==> config.mk <==
export PLATFORM = sky130hd
export DESIGN_NAME = sgdma_engine
export DESIGN_NICKNAME = d
export VERILOG_FILES = /design/src/rtl/sgdma_pkg.sv /design/src/rtl/sgdma_desc_regs.sv /design/src/rtl/sgdma_mover.sv /design/src/rtl/sgdma_status.sv /design/src/rtl/sgdma_engine.sv
export SDC_FILE = /design/constraint.sdc
export NUM_CORES = 1
export LEC_CHECK = 0
export ABC_AREA = 0
export CORE_MARGIN = 3
export CORE_UTILIZATION = 40
export CTS_BUF_LIST = sky130_fd_sc_hd__clkbuf_4 sky130_fd_sc_hd__clkbuf_8 sky130_fd_sc_hd__clkbuf_16
export DETAILED_ROUTE_END_ITERATION = 7
export PLACE_DENSITY_LB_ADDON = 0.3
export SYNTH_ARGS = -nofsm -noshare
export SYNTH_HDL_FRONTEND = slang
export SYNTH_SLANG_ARGS = --single-unit
==> constraint.sdc <==
create_clock -name clk -period 9 [get_ports clk]
set_clock_uncertainty 0.2 [all_clocks]
set_input_delay 0.9 -clock clk [delete_from_list [all_inputs] [get_ports clk]]
set_output_delay 0.9 -clock clk [all_outputs]
set_load 0.005 [all_outputs]
==> src/rtl/sgdma_pkg.sv <==
package sgdma_pkg;

  localparam int SB_RD_DONE = 0;
  localparam int SB_WR_DONE = 1;
  localparam int SB_RD_ERR  = 2;
  localparam int SB_WR_ERR  = 3;
  localparam int SB_ARR_ERR = 4;
  localparam int STAT_W     = 5;

  typedef enum logic [2:0] {
    ST_IDLE,
    ST_F0,
    ST_F1,
    ST_F2,
    ST_CHK,
    ST_RD,
    ST_WR
  } sg_state_e;

  // A descriptor is unusable when it moves nothing or is not word aligned.
  function automatic logic desc_bad(input logic [31:0] src,
                                    input logic [31:0] dst,
                                    input logic [31:0] len);
    return (len == 32'd0) || (src[1:0] != 2'b00) ||
           (dst[1:0] != 2'b00) || (len[1:0] != 2'b00);
  endfunction

  function automatic logic [31:0] next_desc(input logic [31:0] cur);
    return cur + 32'd12;
  endfunction

  function automatic logic [31:0] word_addr(input logic [31:0] base,
                                            input logic [1:0]  idx);
    return base + {28'd0, idx, 2'b00};
  endfunction

endpackage

==> src/rtl/sgdma_desc_regs.sv <==
module sgdma_desc_regs #(
  parameter int LEN_W    = 18,
  parameter int LAST_BIT = 31
) (
  input  logic             clk,
  input  logic             rst_n,
  input  logic             cap_en,
  input  logic [1:0]       cap_idx,
  input  logic [31:0]      cap_word,
  output logic [31:0]      d_src,
  output logic [31:0]      d_dst,
  output logic [LEN_W-1:0] d_len,
  output logic             d_last,
  output logic             d_bad
);
  import sgdma_pkg::*;

  localparam int NWORDS = 3;

  logic [31:0] words [NWORDS];

  for (genvar i = 0; i < NWORDS; i++) begin : g_word
    always_ff @(posedge clk or negedge rst_n) begin
      if (!rst_n)
        words[i] <= '0;
      else if (cap_en && (cap_idx == i[1:0]))
        words[i] <= cap_word;
    end
  end

  assign d_src  = words[0];
  assign d_dst  = words[1];
  assign d_len  = words[2][LEN_W-1:0];
  assign d_last = words[2][LAST_BIT];
  assign d_bad  = desc_bad(d_src, d_dst, {{(32-LEN_W){1'b0}}, d_len});

endmodule

==> src/rtl/sgdma_mover.sv <==
module sgdma_mover #(
  parameter int LEN_W = 18
) (
  input  logic             clk,
  input  logic             rst_n,
  input  logic             load,
  input  logic [31:0]      src_in,
  input  logic [31:0]      dst_in,
  input  logic [LEN_W-1:0] len_in,
  input  logic             step,
  input  logic             data_cap,
  input  logic [31:0]      data_in,
  output logic [31:0]      src_ptr,
  output logic [31:0]      dst_ptr,
  output logic [31:0]      data_q,
  output logic             final_word
);
  localparam int CNT_W = LEN_W - 2;

  logic [CNT_W-1:0] words_left;

  always_ff @(posedge clk or negedge rst_n) begin
    if (!rst_n) begin
      src_ptr    <= '0;
      dst_ptr    <= '0;
      words_left <= '0;
    end else if (load) begin
      src_ptr    <= src_in;
      dst_ptr    <= dst_in;
      words_left <= len_in[LEN_W-1:2];
    end else if (step) begin
      src_ptr    <= src_ptr + 32'd4;
      dst_ptr    <= dst_ptr + 32'd4;
      words_left <= words_left - 1'b1;
    end
  end

  always_ff @(posedge clk or negedge rst_n) begin
    if (!rst_n)
      data_q <= '0;
    else if (data_cap)
      data_q <= data_in;
  end

  assign final_word = (words_left == {{(CNT_W-1){1'b0}}, 1'b1});

endmodule

==> src/rtl/sgdma_status.sv <==
module sgdma_status #(
  parameter int SW = 5
) (
  input  logic          clk,
  input  logic          rst_n,
  input  logic [SW-1:0] set_vec,
  input  logic          clr,
  input  logic [SW-1:0] clr_mask,
  output logic [SW-1:0] status,
  output logic          irq
);
  import sgdma_pkg::*;

  logic [SW-1:0] clr_eff;
  assign clr_eff = clr ? clr_mask : '0;

  always_ff @(posedge clk or negedge rst_n) begin
    if (!rst_n)
      status <= '0;
    else
      status <= (status & ~clr_eff) | set_vec;
  end

  assign irq = status[SB_WR_DONE];


  sticky_chk: assert property (@(posedge clk) disable iff (!rst_n)
    !clr |=> ((status & $past(status)) == $past(status)));


  set_wins_chk: assert property (@(posedge clk) disable iff (!rst_n)
    (|set_vec) |=> ((status & $past(set_vec)) == $past(set_vec)));

endmodule

==> src/rtl/sgdma_engine.sv <==
module sgdma_engine #(
  parameter int LEN_W    = 18,
  parameter int LAST_BIT = 31
) (
  input  logic        clk,
  input  logic        rst_n,
  input  logic        start,
  input  logic [31:0] start_base,
  input  logic        clr,
  input  logic [4:0]  clr_mask,
  output logic [4:0]  status,
  output logic        busy,
  output logic        irq,
  output logic        mem_req,
  output logic        mem_we,
  output logic [31:0] mem_addr,
  output logic [31:0] mem_wdata,
  input  logic        mem_ack,
  input  logic [31:0] mem_rdata,
  input  logic        mem_err
);
  import sgdma_pkg::*;

  sg_state_e          st, st_nxt;
  logic [31:0]        desc_ptr;
  logic               ptr_load, ptr_adv;
  logic               cap_en;
  logic [1:0]         cap_idx;
  logic               mv_load, mv_step, data_cap;
  logic [STAT_W-1:0]  set_vec;
  logic [31:0]        d_src, d_dst;
  logic [LEN_W-1:0]   d_len;
  logic               d_last, d_bad;
  logic [31:0]        src_ptr, dst_ptr, data_q;
  logic               final_word;
  logic               err_halt;

  sgdma_desc_regs #(.LEN_W(LEN_W), .LAST_BIT(LAST_BIT)) u_desc (
    .clk(clk), .rst_n(rst_n), .cap_en(cap_en), .cap_idx(cap_idx),
    .cap_word(mem_rdata), .d_src(d_src), .d_dst(d_dst), .d_len(d_len),
    .d_last(d_last), .d_bad(d_bad)
  );

  sgdma_mover #(.LEN_W(LEN_W)) u_mover (
    .clk(clk), .rst_n(rst_n), .load(mv_load), .src_in(d_src),
    .dst_in(d_dst), .len_in(d_len), .step(mv_step), .data_cap(data_cap),
    .data_in(mem_rdata), .src_ptr(src_ptr), .dst_ptr(dst_ptr),
    .data_q(data_q), .final_word(final_word)
  );

  sgdma_status #(.SW(STAT_W)) u_status (
    .clk(clk), .rst_n(rst_n), .set_vec(set_vec), .clr(clr),
    .clr_mask(clr_mask), .status(status), .irq(irq)
  );

  always_ff @(posedge clk or negedge rst_n) begin
    if (!rst_n) begin
      st       <= ST_IDLE;
      desc_ptr <= '0;
    end else begin
      st <= st_nxt;
      if (ptr_load)
        desc_ptr <= start_base;
      else if (ptr_adv)
        desc_ptr <= next_desc(desc_ptr);
    end
  end

  always_comb begin
    st_nxt    = st;
    set_vec   = '0;
    cap_en    = 1'b0;
    cap_idx   = 2'd0;
    mv_load   = 1'b0;
    mv_step   = 1'b0;
    data_cap  = 1'b0;
    ptr_load  = 1'b0;
    ptr_adv   = 1'b0;
    mem_req   = 1'b0;
    mem_we    = 1'b0;
    mem_addr  = '0;
    mem_wdata = data_q;
    unique case (st)
      ST_IDLE: begin
        if (start) begin
          if (start_base[1:0] != 2'b00) begin
            set_vec[SB_ARR_ERR] = 1'b1;
          end else begin
            ptr_load = 1'b1;
            st_nxt   = ST_F0;
          end
        end
      end
      ST_F0, ST_F1, ST_F2: begin
        cap_idx  = (st == ST_F0) ? 2'd0 : (st == ST_F1) ? 2'd1 : 2'd2;
        mem_req  = 1'b1;
        mem_addr = word_addr(desc_ptr, cap_idx);
        if (mem_ack) begin
          if (mem_err) begin
            set_vec[SB_ARR_ERR] = 1'b1;
            st_nxt = ST_IDLE;
          end else begin
            cap_en = 1'b1;
            st_nxt = (st == ST_F0) ? ST_F1 : (st == ST_F1) ? ST_F2 : ST_CHK;
          end
        end
      end
      ST_CHK: begin
        if (d_bad) begin
          set_vec[SB_ARR_ERR] = 1'b1;
          st_nxt = ST_IDLE;
        end else begin
          mv_load = 1'b1;
          st_nxt  = ST_RD;
        end
      end
      ST_RD: begin
        mem_req  = 1'b1;
        mem_addr = src_ptr;
        if (mem_ack) begin
          if (mem_err) begin
            set_vec[SB_RD_ERR] = 1'b1;
            st_nxt = ST_IDLE;
          end else begin
            data_cap = 1'b1;
            if (final_word && d_last)
              set_vec[SB_RD_DONE] = 1'b1;
            st_nxt = ST_WR;
          end
        end
      end
      ST_WR: begin
        mem_req  = 1'b1;
        mem_we   = 1'b1;
        mem_addr = dst_ptr;
        if (mem_ack) begin
          if (mem_err) begin
            set_vec[SB_WR_ERR] = 1'b1;
            st_nxt = ST_IDLE;
          end else begin
            mv_step = 1'b1;
            if (final_word) begin
              if (d_last) begin
                set_vec[SB_WR_DONE] = 1'b1;
                st_nxt = ST_IDLE;
              end else begin
                ptr_adv = 1'b1;
                st_nxt  = ST_F0;
              end
            end else begin
              st_nxt = ST_RD;
            end
          end
        end
      end
      default: st_nxt = ST_IDLE;
    endcase
  end

  assign busy     = (st != ST_IDLE);
  assign err_halt = set_vec[SB_ARR_ERR] | set_vec[SB_RD_ERR] | set_vec[SB_WR_ERR];


  req_hold_chk: assert property (@(posedge clk) disable iff (!rst_n)
    (mem_req && !mem_ack) |=> (mem_req && $stable(mem_addr) &&
                               $stable(mem_we) && $stable(mem_wdata)));


  addr_align_chk: assert property (@(posedge clk) disable iff (!rst_n)
    mem_req |-> (mem_addr[1:0] == 2'b00));


  err_halt_chk: assert property (@(posedge clk) disable iff (!rst_n)
    err_halt |=> (!busy && !irq));


  done_last_chk: assert property (@(posedge clk) disable iff (!rst_n)
    set_vec[SB_WR_DONE] |-> (d_last && final_word));


  busy_start_chk: assert property (@(posedge clk) disable iff (!rst_n)
    (busy && start && !ptr_adv) |=> (desc_ptr == $past(desc_ptr)));

endmodule

==> flow_summary.rst <==
.. list-table::
   :header-rows: 1

   * - Metric
     - Value
   * - Top cells by area in the synthesized netlist
     - sky130_fd_sc_hd__dfrtp_1 46%, sky130_fd_sc_hd__mux2_2 10%, sky130_fd_sc_hd__o21ai_0 3.1%
   * - Layout Cells excl Fill
     - 1774
   * - Total Neg Setup Slack
     - 0 ns
   * - Vias
     - 10600
   * - Iter 0 DRT Violations
     - 1015
   * - Top FF cell, synth
     - sky130_fd_sc_hd__dfrtp_1
   * - Total gr overflow
     - 0
   * - Final-report max-slew violation count
     - 0
   * - Clock tree buffer depth
     - 3
   * - Routed length per placed instance
     - 20.7 um
   * - Layout cell share with drive strength beyond 1
     - 14.2%
   * - Count of buffers inserted at the top-level ports
     - 147
   * - Core Util, Final
     - 49.5%
   * - Post-DP HPWL
     - 24800 um
   * - Maximum fanout along the worst path
     - 17
   * - Finished Cell Area
     - 15300 sq um
   * - DR pass1 iterations
     - 5
   * - H-tree depth
     - 1
   * - Total power divided by cell area
     - 296 nW/um^2
   * - Unique masters post-synth
     - 70
   * - Synth area leader
     - sky130_fd_sc_hd__dfrtp_1
   * - Type of destination of the critical path
     - output pin
   * - Hold/Removal Path Class
     - in2async
   * - # rows
     - 64
   * - Die outline area
     - 33800 sq um
   * - Setup Crit Path Kind
     - reg2out
   * - Drt drc
     - 0
   * - Number of placed instances, taps included
     - 1722
   * - Mean cell area of the mapped netlist
     - 10.1 sq um
   * - Overall Global Routing Usage
     - 21.5%
   * - Initial core utilization
     - 40.9%
   * - Count of final hold-check violations
     - 0
   * - Total of flip-flops plus latches after synthesis
     - 235
   * - Sequential fraction of the synthesis area
     - 46.5%
   * - Maximum clock rate
     - 0.169 GHz
   * - Detailed Route WL
     - 36700 um
   * - Crit path launch
     - st[0]
   * - TritonCTS clock tree
     - built
   * - Period utilization
     - 65.8%
   * - Result of the run
     - completed
   * - Global placement routability congestion
     - 0.939
   * - Nets@finish
     - 1439
   * - CTS Buf Count
     - 28
   * - Yosys top cell area share
     - 46.5%
   * - Launch instance of the worst register-to-register path
     - st[2]
   * - Unrepaired setup endpoints after global routing
     - no
   * - Worst Reg2Reg Path Length in Cells
     - 6
   * - Vias per cell
     - 5.96
   * - Core Area
     - 30900 sq um
   * - Antenna violations before repair
     - 0
   * - Max-cap violations
     - 0
   * - Number of buffers inserted for hold repair after clock tree synthesis
     - 0
   * - Final period demand of the worst path
     - 5.93 ns
   * - Actual transition at the worst max-transition pin
     - 1.34 ns
   * - Count of buffers added by post-CTS timing repair for setup
     - 0
   * - Worst IR Drop VDD
     - 0.171 mV
   * - Worst-path clk slew
     - 0.06 ns
   * - Leakage power
     - 0.00613 uW
   * - Flop2flop setup slack
     - 4.81 ns
   * - Number of diodes added for antenna fixing
     - 0
   * - Post-route ant nets
     - 0
   * - Final-report setup violation count
     - 0
   * - Horizontal die dimension
     - 184 um
   * - Chip Height
     - 184 um
   * - Critical path endpoint
     - mem_addr[26]
   * - Number of instances in the synthesized netlist
     - 1254
   * - Clock latency reported for the late side of the worst-skew pair
     - 0.56 ns
   * - Required time of the worst setup path
     - 7.90 ns
   * - Clock Tree Root
     - sky130_fd_sc_hd__clkbuf_16
   * - Relative max-transition margin
     - 9.89%
   * - Type of origin of the critical path
     - flip-flop
   * - Via count of the first global-routing pass
     - 10600
   * - Layout area overhead
     - 21.1%
   * - Arrival time at the worst endpoint
     - 4.83 ns
   * - End of the worst register-to-register path
     - desc_ptr[28]
   * - Fraction of registers with async set or reset after synthesis
     - 100%
   * - Placed standard-cell area
     - 14300 sq um
   * - Count of warnings emitted by yosys
     - 0
   * - I/O pin cnt
     - 148
   * - Mapped cell area
     - 12600 sq um
   * - Number of enable flip-flop cells after synthesis
     - 0
   * - Pin count of the biggest net entering global routing
     - 104
   * - Syn_nets
     - 1337
   * - Number of gates resized after CTS
     - 0
   * - First-pass GRT wire length
     - 58700 um
   * - Most common cell in the synthesized netlist
     - sky130_fd_sc_hd__dfrtp_1
   * - Clock sink count
     - 235
   * - Top cells by count, synth
     - 235 x sky130_fd_sc_hd__dfrtp_1, 115 x sky130_fd_sc_hd__mux2_2, 101 x sky130_fd_sc_hd__nand2_1
power by group:
| group | internal, uW | switching (uW) | leakage (uW) |
|---|---|---|---|
| Sequential | 1460 | 469 | 0.00291 |
| Clock | 739 | 472 | 0.000496 |
| Combinational | 785 | 610 | 0.00273 |
| Total | 2980 | 1550 | 0.00613 |
area by class of cell:
cell class / count / area, sq um
tap: 396 / 495
sequential: 235 / 5880
fill: 2856 / 15600
clock buffer: 36 / 792
timing repair buffer: 158 / 1560
multi-input combinational: 915 / 6310
inverter: 18 / 67.6
clock inverter: 16 / 206
state kept, by name (all words and copies together), names as in the netlist:
register,flops
desc_ptr,32
st,3
u_desc.d_dst,32
u_desc.d_last,1
u_desc.d_len,18
u_desc.d_src,32
u_mover.data_q,32
u_mover.dst_ptr,32
u_mover.src_ptr,32
u_mover.words_left,16
u_status.status,5
routing by layer:
layer	wire length [um]	vias up	track usage, %
li1	-	4858	-
met5	0	-	0
met4	958	0	5.78
met2	16700	421	34.2
met1	16700	5228	31.0
met3	2360	63	3.15
logic make-up after synthesis:
group | count (synthesis) | share of synthesized area [%]
simple gates | 448 | 18.6
compound gates | 258 | 13.9
flops | 235 | 46.5
mux | 134 | 11.8
buf+inv | 104 | 3.70
xor+xnor | 67 | 4.64
fa+ha+maj | 8 | 0.851
worst min-delay path by stage:
| stage | slack (ns) | endpoint | depth (start not counted) |
|---|---|---|---|
| floorplan | 0.24 | u_mover.src_ptr[27] | 2 |
| global placement | 0.26 | u_mover.src_ptr[19] | 2 |
| detailed placement | 0.27 | u_status.status[4] | 1 |
| CTS | 0.20 | u_status.status[4] | 1 |
| global route | 0.21 | u_status.status[2] | 1 |
| finish | 0.15 | u_status.status[2] | 1 |
metrics by stage:
stage	setup WS (ns)	hold slack [ns]	total power, uW
6_report	3.07	0.154	4530
4_1_cts	3.20	0.205	4550
3_3_place_gp	3.96	0.259	3280
5_1_grt	3.01	0.214	4800
2_1_floorplan	5.06	0.243	2640
3_5_place_dp	3.82	0.266	3320
layout by cell type (no fill, tap or decap), types with 5 or more instances in the layout:
master                            count
sky130_fd_sc_hd__nand3_1             60
sky130_fd_sc_hd__a22oi_1             28
sky130_fd_sc_hd__and2_1              12
sky130_fd_sc_hd__a22o_1              10
sky130_fd_sc_hd__dfrtp_1            235
sky130_fd_sc_hd__xor2_1              26
sky130_fd_sc_hd__mux2_2             115
sky130_fd_sc_hd__a21o_1              13
sky130_fd_sc_hd__o311ai_0             7
sky130_fd_sc_hd__nor2b_1              5
sky130_fd_sc_hd__clkbuf_8             5
sky130_fd_sc_hd__nor3b_1              9
sky130_fd_sc_hd__xnor2_1             41
sky130_fd_sc_hd__a221o_1             26
sky130_fd_sc_hd__nor3_1              38
sky130_fd_sc_hd__nand2_1            101
sky130_fd_sc_hd__nor4_1              30
sky130_fd_sc_hd__a31oi_1             11
sky130_fd_sc_hd__clkinv_2             7
sky130_fd_sc_hd__a21oi_1             40
sky130_fd_sc_hd__nor2_1              74
sky130_fd_sc_hd__a211o_1              9
sky130_fd_sc_hd__or3_1               15
sky130_fd_sc_hd__mux2i_1             17
sky130_fd_sc_hd__and4_1               9
sky130_fd_sc_hd__inv_1               17
sky130_fd_sc_hd__o21ai_0             78
sky130_fd_sc_hd__clkdlybuf4s50_1    146
sky130_fd_sc_hd__o211ai_1             5
sky130_fd_sc_hd__buf_4               11
sky130_fd_sc_hd__ha_1                 7
sky130_fd_sc_hd__nand2b_1             5
sky130_fd_sc_hd__o31ai_1              6
sky130_fd_sc_hd__and3_1              23
sky130_fd_sc_hd__clkbuf_16           28
sky130_fd_sc_hd__nand4_1             34
critical path: stages, from the launching register on:
cell,delay [ns]
sky130_fd_sc_hd__dfrtp_1,0.54
sky130_fd_sc_hd__nand2b_1,0.28
sky130_fd_sc_hd__nor2_1,0.15
sky130_fd_sc_hd__ha_1,0.20
sky130_fd_sc_hd__inv_1,0.06
sky130_fd_sc_hd__fa_1,0.41
sky130_fd_sc_hd__nand3b_1,0.30
sky130_fd_sc_hd__nor4_1,1.17
sky130_fd_sc_hd__and4_1,0.34
sky130_fd_sc_hd__xnor2_1,0.09
sky130_fd_sc_hd__o21ai_0,0.17
sky130_fd_sc_hd__clkdlybuf4s50_1,0.57
(Power assumes the default switching activity.)
